$ cat src/rtl/pmr_pkg.sv
package pmr_pkg;
   localparam int MODE_W  = 4;
   localparam int IDX_W   = 5;
   localparam int RANGE_W = 3;
   localparam int CFG_W   = RANGE_W + IDX_W + 1 + MODE_W;

   localparam logic [MODE_W-1:0] MODE_DIN      = 4'd1;
   localparam logic [MODE_W-1:0] MODE_DOUT_REG = 4'd3;
   localparam logic [MODE_W-1:0] MODE_DOUT_MIR = 4'd4;
   localparam logic [MODE_W-1:0] MODE_DAC      = 4'd5;
   localparam logic [MODE_W-1:0] MODE_DAC_MON  = 4'd6;
   localparam logic [MODE_W-1:0] MODE_ADC_SE   = 4'd7;
   localparam logic [MODE_W-1:0] MODE_ADC_DIFF = 4'd8;

   localparam logic [RANGE_W-1:0] RNG_HALF_A = 3'b100;
   localparam logic [RANGE_W-1:0] RNG_HALF_B = 3'b110;

   typedef struct packed {
      logic [RANGE_W-1:0] rng;
      logic [IDX_W-1:0]   partner;
      logic               inv;
      logic [MODE_W-1:0]  mode;
   } pmr_cfg_t;

   function automatic logic drives_output(logic [MODE_W-1:0] m);
      return (m == MODE_DOUT_REG) || (m == MODE_DOUT_MIR);
   endfunction

   function automatic logic own_sample(logic [MODE_W-1:0] m);
      return (m == MODE_DAC_MON) || (m == MODE_ADC_SE) || (m == MODE_ADC_DIFF);
   endfunction
endpackage

$ cat src/rtl/pmr_settle.sv
module pmr_settle #(
   parameter int DAC_W         = 12,
   parameter int SETTLE_CYCLES = 250000,
   parameter int CLIP_CODE     = 1023
) (
   input  logic             clk,
   input  logic             rst_n,
   input  logic             load,
   input  logic [DAC_W-1:0] code_in,
   input  logic             clip_en,
   output logic [DAC_W-1:0] code_out,
   output logic             ready
);
   localparam int CNT_W = $clog2(SETTLE_CYCLES + 1);
   localparam logic [CNT_W-1:0] CNT_LOAD = CNT_W'(SETTLE_CYCLES);
   localparam logic [DAC_W-1:0] CLIP_VAL = DAC_W'(CLIP_CODE);

   if (SETTLE_CYCLES < 1) begin : g_bad_settle
      $error("SETTLE_CYCLES must be at least 1");
   end
   if (CLIP_CODE >= (1 << DAC_W)) begin : g_bad_clip
      $error("CLIP_CODE does not fit in DAC_W bits");
   end

   logic [CNT_W-1:0] cnt_q;
   logic [DAC_W-1:0] raw_q;

   always_ff @(posedge clk) begin
      if (!rst_n) begin
         cnt_q <= '0;
         raw_q <= '0;
      end else if (load) begin
         cnt_q <= CNT_LOAD;
         raw_q <= code_in;
      end else if (cnt_q != '0) begin
         cnt_q <= cnt_q - 1'b1;
      end
   end

   assign ready    = (cnt_q == '0);
   assign code_out = (clip_en && (raw_q > CLIP_VAL)) ? CLIP_VAL : raw_q;


   load_restart_chk: assert property (@(posedge clk) disable iff (!rst_n)
      load |=> !ready);

   ready_hold_chk: assert property (@(posedge clk) disable iff (!rst_n)
      (ready && !load) |=> ready);

   clip_bound_chk: assert property (@(posedge clk) disable iff (!rst_n)
      clip_en |-> (code_out <= CLIP_VAL));
endmodule

$ cat src/rtl/pmr_mirror.sv
module pmr_mirror #(
   parameter int NUM_PORTS = 20
) (
   input  pmr_pkg::pmr_cfg_t [NUM_PORTS-1:0] cfg,
   input  logic [NUM_PORTS-1:0]              in_q,
   output logic [NUM_PORTS-1:0]              mirror,
   output logic [NUM_PORTS-1:0]              diff_ref
);
   import pmr_pkg::*;

   for (genvar i = 0; i < NUM_PORTS; i++) begin : g_route
      logic sel_bit;
      logic src_ok;

      always_comb begin
         sel_bit = 1'b0;
         src_ok  = 1'b0;
         for (int j = 0; j < NUM_PORTS; j++) begin
            if (cfg[i].partner == IDX_W'(j)) begin
               sel_bit = in_q[j];
               src_ok  = (cfg[j].mode == MODE_DIN);
            end
         end
      end

      assign mirror[i] = src_ok & (sel_bit ^ cfg[i].inv);

      always_comb begin
         diff_ref[i] = 1'b0;
         for (int k = 0; k < NUM_PORTS; k++) begin
            if ((cfg[k].mode == MODE_ADC_DIFF) && (cfg[k].partner == IDX_W'(i)))
               diff_ref[i] = 1'b1;
         end
      end


      always_comb begin
         bad_index_chk: assert ((int'(cfg[i].partner) < NUM_PORTS) || !mirror[i]);
      end
   end
endmodule

$ cat src/rtl/port_mode_router.sv
module port_mode_router #(
   parameter int NUM_PORTS     = 20,
   parameter int DAC_W         = 12,
   parameter int SETTLE_CYCLES = 250000,
   parameter int CLIP_CODE     = 1023,
   parameter bit SYNC_INPUT    = 1'b1
) (
   input  logic                          clk,
   input  logic                          rst_n,
   input  logic [NUM_PORTS-1:0]          cfg_we,
   input  logic [pmr_pkg::CFG_W-1:0]     cfg_wdata,
   input  logic [NUM_PORTS-1:0]          dac_we,
   input  logic [DAC_W-1:0]              dac_wdata,
   input  logic                          gpo_we,
   input  logic [NUM_PORTS-1:0]          gpo_wdata,
   input  logic [NUM_PORTS-1:0]          pin_in,
   output logic [NUM_PORTS-1:0]          pin_out,
   output logic [NUM_PORTS-1:0]          pin_oe,
   output logic [NUM_PORTS*DAC_W-1:0]    dac_code,
   output logic [NUM_PORTS-1:0]          dac_ready,
   output logic [NUM_PORTS-1:0]          adc_sample
);
   import pmr_pkg::*;

   if ((NUM_PORTS < 2) || (NUM_PORTS > (1 << IDX_W))) begin : g_bad_ports
      $error("NUM_PORTS must lie between 2 and the partner index range");
   end

   pmr_cfg_t [NUM_PORTS-1:0] cfg_q;
   logic [NUM_PORTS-1:0]     gpo_q;
   logic [NUM_PORTS-1:0]     in_q;
   logic [NUM_PORTS-1:0]     mirror;
   logic [NUM_PORTS-1:0]     diff_ref;

   always_ff @(posedge clk) begin
      if (!rst_n)      gpo_q <= '0;
      else if (gpo_we) gpo_q <= gpo_wdata;
   end

   if (SYNC_INPUT) begin : g_in_reg
      always_ff @(posedge clk) begin
         if (!rst_n) in_q <= '0;
         else        in_q <= pin_in;
      end
   end else begin : g_in_direct
      assign in_q = pin_in;
   end

   pmr_mirror #(.NUM_PORTS(NUM_PORTS)) u_mirror (
      .cfg      (cfg_q),
      .in_q     (in_q),
      .mirror   (mirror),
      .diff_ref (diff_ref)
   );

   for (genvar i = 0; i < NUM_PORTS; i++) begin : g_port
      logic clip_en;
      logic is_listed;

      always_ff @(posedge clk) begin
         if (!rst_n)         cfg_q[i] <= '0;
         else if (cfg_we[i]) cfg_q[i] <= pmr_cfg_t'(cfg_wdata);
      end

      assign clip_en = (cfg_q[i].mode == MODE_DAC_MON) &&
                       ((cfg_q[i].rng == RNG_HALF_A) || (cfg_q[i].rng == RNG_HALF_B));

      pmr_settle #(
         .DAC_W         (DAC_W),
         .SETTLE_CYCLES (SETTLE_CYCLES),
         .CLIP_CODE     (CLIP_CODE)
      ) u_settle (
         .clk      (clk),
         .rst_n    (rst_n),
         .load     (dac_we[i]),
         .code_in  (dac_wdata),
         .clip_en  (clip_en),
         .code_out (dac_code[i*DAC_W +: DAC_W]),
         .ready    (dac_ready[i])
      );

      always_comb begin
         pin_oe[i]  = drives_output(cfg_q[i].mode);
         pin_out[i] = 1'b0;
         if (cfg_q[i].mode == MODE_DOUT_REG)
            pin_out[i] = dac_ready[i] & gpo_q[i];
         else if (cfg_q[i].mode == MODE_DOUT_MIR)
            pin_out[i] = dac_ready[i] & mirror[i];
      end

      assign adc_sample[i] = own_sample(cfg_q[i].mode) | diff_ref[i];
      assign is_listed     = drives_output(cfg_q[i].mode);


      not_ready_quiet_chk: assert property (@(posedge clk) disable iff (!rst_n)
         (is_listed && !dac_ready[i]) |-> !pin_out[i]);

      idle_port_chk: assert property (@(posedge clk) disable iff (!rst_n)
         !is_listed |-> (!pin_oe[i] && !pin_out[i]));

      reg_drive_chk: assert property (@(posedge clk) disable iff (!rst_n)
         ((cfg_q[i].mode == MODE_DOUT_REG) && dac_ready[i]) |-> (pin_out[i] == gpo_q[i]));
   end
endmodule

$ cat config.mk
export PLATFORM = sky130hd
export DESIGN_NAME = port_mode_router
export DESIGN_NICKNAME = d
export VERILOG_FILES = /design/src/rtl/pmr_pkg.sv /design/src/rtl/pmr_settle.sv /design/src/rtl/pmr_mirror.sv /design/src/rtl/port_mode_router.sv
export SDC_FILE = /design/constraint.sdc
export NUM_CORES = 2
export LEC_CHECK = 0
export ABC_AREA = 0
export BUFFER_PORTS_ARGS = -buffer_cell sky130_fd_sc_hd__buf_2
export CAP_MARGIN = 20
export CORE_MARGIN = 5
export CORE_UTILIZATION = 23
export CTS_CLUSTER_DIAMETER = 40
export DETAILED_ROUTE_END_ITERATION = 10
export PLACE_DENSITY = 0.46
export SYNTH_ARGS = -nofsm -noshare
export SYNTH_HDL_FRONTEND = slang
export SYNTH_SLANG_ARGS = --single-unit
$ cat constraint.sdc
create_clock -name clk -period 4.1 [get_ports clk]
set_input_delay 0.205 -clock clk [delete_from_list [all_inputs] [get_ports clk]]
set_output_delay 0.205 -clock clk [all_outputs]
set_load 0.01 [all_outputs]
After elaboration in Yosys (flattened, before gate mapping)
Index checks and enable logic that the tools add are counted.
- bits in registers: 900
- input bits: 108
- word-level logic and storage cells: 2743
- output and inout bits: 320
- reduce and logical (&&, ||, !) cells: 620
- $add $sub $neg: 20
- mux-type cells: 1300
- equal/unequal tests: 540
- order comparisons: 20
- bitwise logic cells: 101
- operators by type and width (kind ; number):
    two-way mux 1 bit ; 1240
    == test 5 x 4 -> 1 bit, second input constant ; 160
    two-way mux 18 bit ; 40
    logical AND 1 bit ; 440
    == test 5 x 3 -> 1 bit, second input constant ; 80
    == test 5 bit, second input constant ; 80
    logical NOT 18 bit ; 20
    nonzero test 18 bit ; 20
    subtractor 18 x 1 -> 18 bit, second input constant ; 20
    == test 4 x 3 -> 1 bit, second input constant ; 60
    > comparator 12 x 10 -> 1 bit, second input constant ; 20
    two-way mux 12 bit ; 20
    == test 5 x 2 -> 1 bit, second input constant ; 40
    == test 3 bit, second input constant ; 40
    == test 5 x 1 -> 1 bit, second input constant ; 20
    logical NOT 5 bit ; 20
    == test 4 x 1 -> 1 bit, second input constant ; 20
    == test 4 x 2 -> 1 bit, second input constant ; 20
    == test 4 bit, second input constant ; 20
    logical OR 1 bit ; 80
    AND 1 bit ; 60
    nonzero test 2 bit ; 20
    OR reduction 2 bit ; 20
    OR 1 bit ; 20
    other kinds (2) ; 21

Logic depth before layout (Yosys ltp)
- word-level depth: 26
- mapped depth: 12
- mapped depth without buffers: 10

Modules after synthesis
From an unflattened synthesis, not the netlist that was laid out.
- cells, all modules: 6892
- area, all modules: 57625.3 um^2
- by module, submodules not included (module ; cells an instance ; seq. area each (um^2) ; times used ; area an instance (um^2)):
    pmr_mirror ; 2206 ; 0.0 ; 1 ; 13919.6
    pmr_settle at g_port[17].u_settle ... ; 172 ; 600.6 ; 9 ; 1519.0
    port_mode_router ; 1201 ; 6005.8 ; 1 ; 12918.6
    pmr_settle at g_port[0].u_settle ... ; 180 ; 600.6 ; 8 ; 1565.3
    pmr_settle at g_port[7].u_settle ... ; 163 ; 600.6 ; 2 ; 1529.0
    pmr_settle at g_port[9].u_settle ; 171 ; 600.6 ; 1 ; 1536.5

Worst setup path before layout
Ideal clock, no wire load.
- path type: register to register
- start point: register g_port[3].u_settle.cnt_q[7]
- end point: register g_port[3].u_settle.cnt_q[15]
- cell stages (with the launch flop): 10
- period minus slack after synthesis: 3.023 ns
- required time: 3.985 ns
- library setup time: 0.115 ns
- arrival: 2.908 ns
- buffers on the path: 1
- slack: 1.077 ns
- cell sequence: dfxtp_1 or4_4 or4_4 or4b_4 or4_4 buf_6 nand3_2 nor3_1 xor2_1 o21a_1
- longest elaborated chain between the ends: 3
- elaborated cells between the ends (all ways): 5
- classes of those cells: add/sub: 1; mux: 2; reduce/logical: 2
- ends and longest elaborated chain (item ; RTL line ; source):
    from (decl) ; pmr_settle.sv:25 ; logic [CNT_W-1:0] cnt_q;
    from (signal assigned) ; pmr_settle.sv:36 ; cnt_q <= cnt_q - 1'b1;
    subtractor 18 x 1 -> 18 bit ; pmr_settle.sv:36 ;
    two-way mux 18 bit ; pmr_settle.sv:35 ; end else if (cnt_q != '0) begin
    two-way mux 18 bit ; pmr_settle.sv:32 ; end else if (load) begin
Several ways; a longest one is shown, not always the timed one. The select of a mux whose other input is x is not followed.
A chain may end at the register's enable or synchronous reset.

Worst setup path after layout
- start point: register cfg_q[208] (netlist name)
- end point: output adc_sample[17]
- longest elaborated chain between the ends: 7
- ends and longest elaborated chain (item ; RTL line ; source):
    from (decl) ; port_mode_router.sv:29 ; pmr_cfg_t [NUM_PORTS-1:0] cfg_q;
    from (signal, indexed assignment) ; port_mode_router.sv:62 ; else if (cfg_we[i]) cfg_q[i] <= pmr_cfg_t'(cfg_wdata);
    == test 4 bit ; pmr_mirror.sv:31 ; if ((cfg[k].mode == MODE_ADC_DIFF) && (cfg[k].partner == IDX_W'(i)))
    logical AND 1 bit ; pmr_mirror.sv:31 ;
    two-way mux 1 bit (4 in a row) ; pmr_mirror.sv:31 ;
    OR 1 bit ; port_mode_router.sv:91 ; assign adc_sample[i] = own_sample(cfg_q[i].mode) | diff_ref[i];
    to (decl) ; port_mode_router.sv:21 ; output logic [NUM_PORTS-1:0] adc_sample
No other way between the ends.

==> results.yml <==
sta:
  fin_skew_ps: 23.7
  finalHoldViolCount: 0
  fin_ws_ps: 2.15
  slew_headroom: 0.233
  rsz0062_at_grt: "yes"
  setup_viol: 0
  worst_slew_pin_slew_ps: 1140
  maxSlewViolCount: 0
  fmax_mhz: 244
  period_minus_slack_ps: 4100
  finalCritPeriodShare: 0.999
floorplanning:
  initial_core_util: 0.230
  die_x_um: 490
  rows: 176
  die_area_um2: 240000
  io_pins: 428
  fp.dieH_um: 490
  coreArea_um2: 229000
pwr:
  p_leak_nw: 26.6
  clockPowerShare: 0.482
  sequentialPowerShare: 0.333
  power_mw: 29.8
  p_sw_mw: 9.09
  powerDensity_nw_per_um2: 447
  combPwrFrac: 0.185
  switching_share: 0.305
  ir_worst_vdd_v: 0.000347
  power.internal_mw: 20.7
worst_setup_path:
  rrSetupSlack_ps: 920
  r2r-start: "g_port[11].u_settle.cnt_q[12]"
  crit_start: "cfg_q[208]"
  critPathMaxFanout: 8
  reg2reg_depth: 8
  worst-setup-path-type: "flop to primary output"
  startpoint_type: "flop"
  required_ps: 3890
  critical_path_arrival_ps: 3890
  worstSetupEndpointType: "primary output"
  r2r-end: "g_port[11].u_settle.cnt_q[15]"
drt:
  avgViaCountPerCell: 5.16
  wl_met2_um: 121000
  wl_met3_um: 20100
  drc: 0
  vias: 52150
  drtPass1Iterations: 6
  post_drt_wl_per_cell_um: 27.5
  drt-met1-wl_um: 119000
  maxUsedRoutingLayer: "met5"
  drt-total-wl_um: 278000
  drt.antenna.violating_nets: 0
  drtIter0Drc: 4563
clock_network:
  clock_sinks: 880
  path_clk_slew_ps: 60
  cts_tree: "built"
  cts.path.max_buffers: 3
  cts_root_buf: "clkbuf_16"
  htreeDepth: 4
  cts_buffers: 165
  clkLatencyLatePin_ps: 810
layout:
  final_common_cell: "dfxtp_1"
  final_cell_mix: "dfxtp_1 (849), nor2b_1 (583), nor2_1 (578), mux2i_1 (564), buf_2 (426)"
  register_area_um2: 17700
  stdcell_count: 10103
  multi_input_area_um2: 33000
  drive_above_1_share: 0.182
  fillers: 24464
  fin_nets: 7024
  finish.utilization: 0.290
  area_growth_pct: 26.0
job:
  cap_violations: 0
worst_hold_path:
  holdPathEnd: "g_port[12].u_settle.cnt_q[4]"
  hp-start: "dac_we[12]"
  min_path_cells: 2
  hold_path_class: "input port to flop"
yosys:
  synth_compound_area_frac: 0.154
  synth.largest_area_cell: "dfxtp_1"
  synth_fa_ha_area_frac: 0.00473
  synthCells: 6451
  synthDistinctLibCells: 86
  synth_ff_type: "dfxtp_1"
  synth_top_family_by_area: "simple AND/OR/NAND/NOR gates"
  synth-edff-count: 0
  synth_area_um2: 52900
  synth_nets: 6579
  yosysWarnings: 0
  ys_top_cells_by_area: "dfxtp_1 (33%), mux2i_1 (11%), nor2b_1 (6.9%)"
  synthSimpleGateAreaFrac: 0.292
  yosysTopAreaCellShare: 0.333
  avgSynthCellArea_um2: 8.20
  synth_xor_xnor_area_share: 0.0404
  synth.area.mux_share: 0.125
  yosysSeqAreaShare: 0.333
  synth_seq_cells: 880
  ys_async_sr_fraction: 0
place:
  dp.final_hpwl_um: 211000
  dp.cells: 9662
  gp_congestion: 1.06
  port_buffers: 426
  pre_cts_slack_ps: 304
global_route:
  grt_util_all_layers: 0.222
  overflow: 0
  grt_max_degree: 86
  first_global_vias: 49851
  grt_pass1_wl_um: 384000
  antenna_found_initial: 49
status:
  outcome: "completed"
-- cells in the mapped netlist (all sizes together) (120+ instances only) --
cell type	n
nand2	385
dfxtp	880
nand2b	302
xnor2	137
o21ai	232
nor2	580
mux2i	564
nor2b	583
a21oi	218
o21a	120
clkbuf	499
nor3	190
-- power by group through the flow --
stage	clock (mW)	combinational [mW]	sequential, mW
floorplan	0	3.57	9.73
global placement	0	5.27	10.0
detailed placement	0	5.32	10.1
CTS	14.7	5.44	9.89
global route	15.1	5.91	10.0
finish	14.4	5.50	9.92
-- area by class of cell --
cell class,instances,area share
antenna,45,0.00169
clock buffer,203,0.0665
clock inverter,100,0.0223
inverter,114,0.00648
multi-input combinational,4885,0.495
sequential,880,0.265
tap,3026,0.0568
timing repair buffer,850,0.0858
-- worst max-delay path, stage by stage, from the launching register on --
cell      delay [ps]
dfxtp_1          380
nor2_1           210
nand3b_1         430
nor2_1           980
a22oi_1          360
nand4_1          190
nor4_1            70
nand2_1          280
buf_2            200
-- logic make-up (layout without fill, tap and decap cells) --
group / count (synthesis) / count (layout)
AND/OR/NAND/NOR: 2811 / 2812
AO/OA/AOI/OAI: 1189 / 1189
flip-flops: 880 / 880
buffers and inverters: 687 / 1267
multiplexers: 620 / 620
XOR/XNOR: 244 / 244
adder cells (fa/ha/maj): 20 / 20
other: 0 / 45
-- state kept, by name, summed over array words and instances (netlist names) --
signal / flops
g_port.u_settle.cnt_q: 360
cfg_q: 240
g_port.u_settle.raw_q: 240
gpo_q: 20
in_q: 20
-- metrics by stage --
stage	cell area, um2	hold slack (ps)	setup TNS (ps)
2_1_floorplan	52900	332	0
3_3_place_gp	59300	413	0
3_5_place_dp	59400	415	0
4_1_cts	66400	1.81	0
5_1_grt	66600	37.3	-127
6_report	66600	22.1	0
-- worst max-delay path by stage --
stage          slack, ps                      endpoint
6_report               2                adc_sample[17]
5_1_grt             -130                    pin_out[3]
3_3_place_gp         340                   pin_out[10]
3_5_place_dp         300                   pin_out[10]
4_1_cts                5                    pin_out[2]
2_1_floorplan       1080  g_port[3].u_settle.cnt_q[15]
-- routing by layer --
layer	vias up	global-route usage
li1	23908	-
met1	25306	0.285
met2	2302	0.344
met3	622	0.0483
met4	12	0.128
met5	-	0
-- repair_timing --
action,CTS,global route
setup endpoints to repair,27,22
gates resized for setup,58,49
hold endpoints to repair,595,0
hold buffers,81,0
setup buffers,9,1
gates cloned,0,1
pin swaps,3,6
No activity file was read; power rests on OpenSTA's default activity.
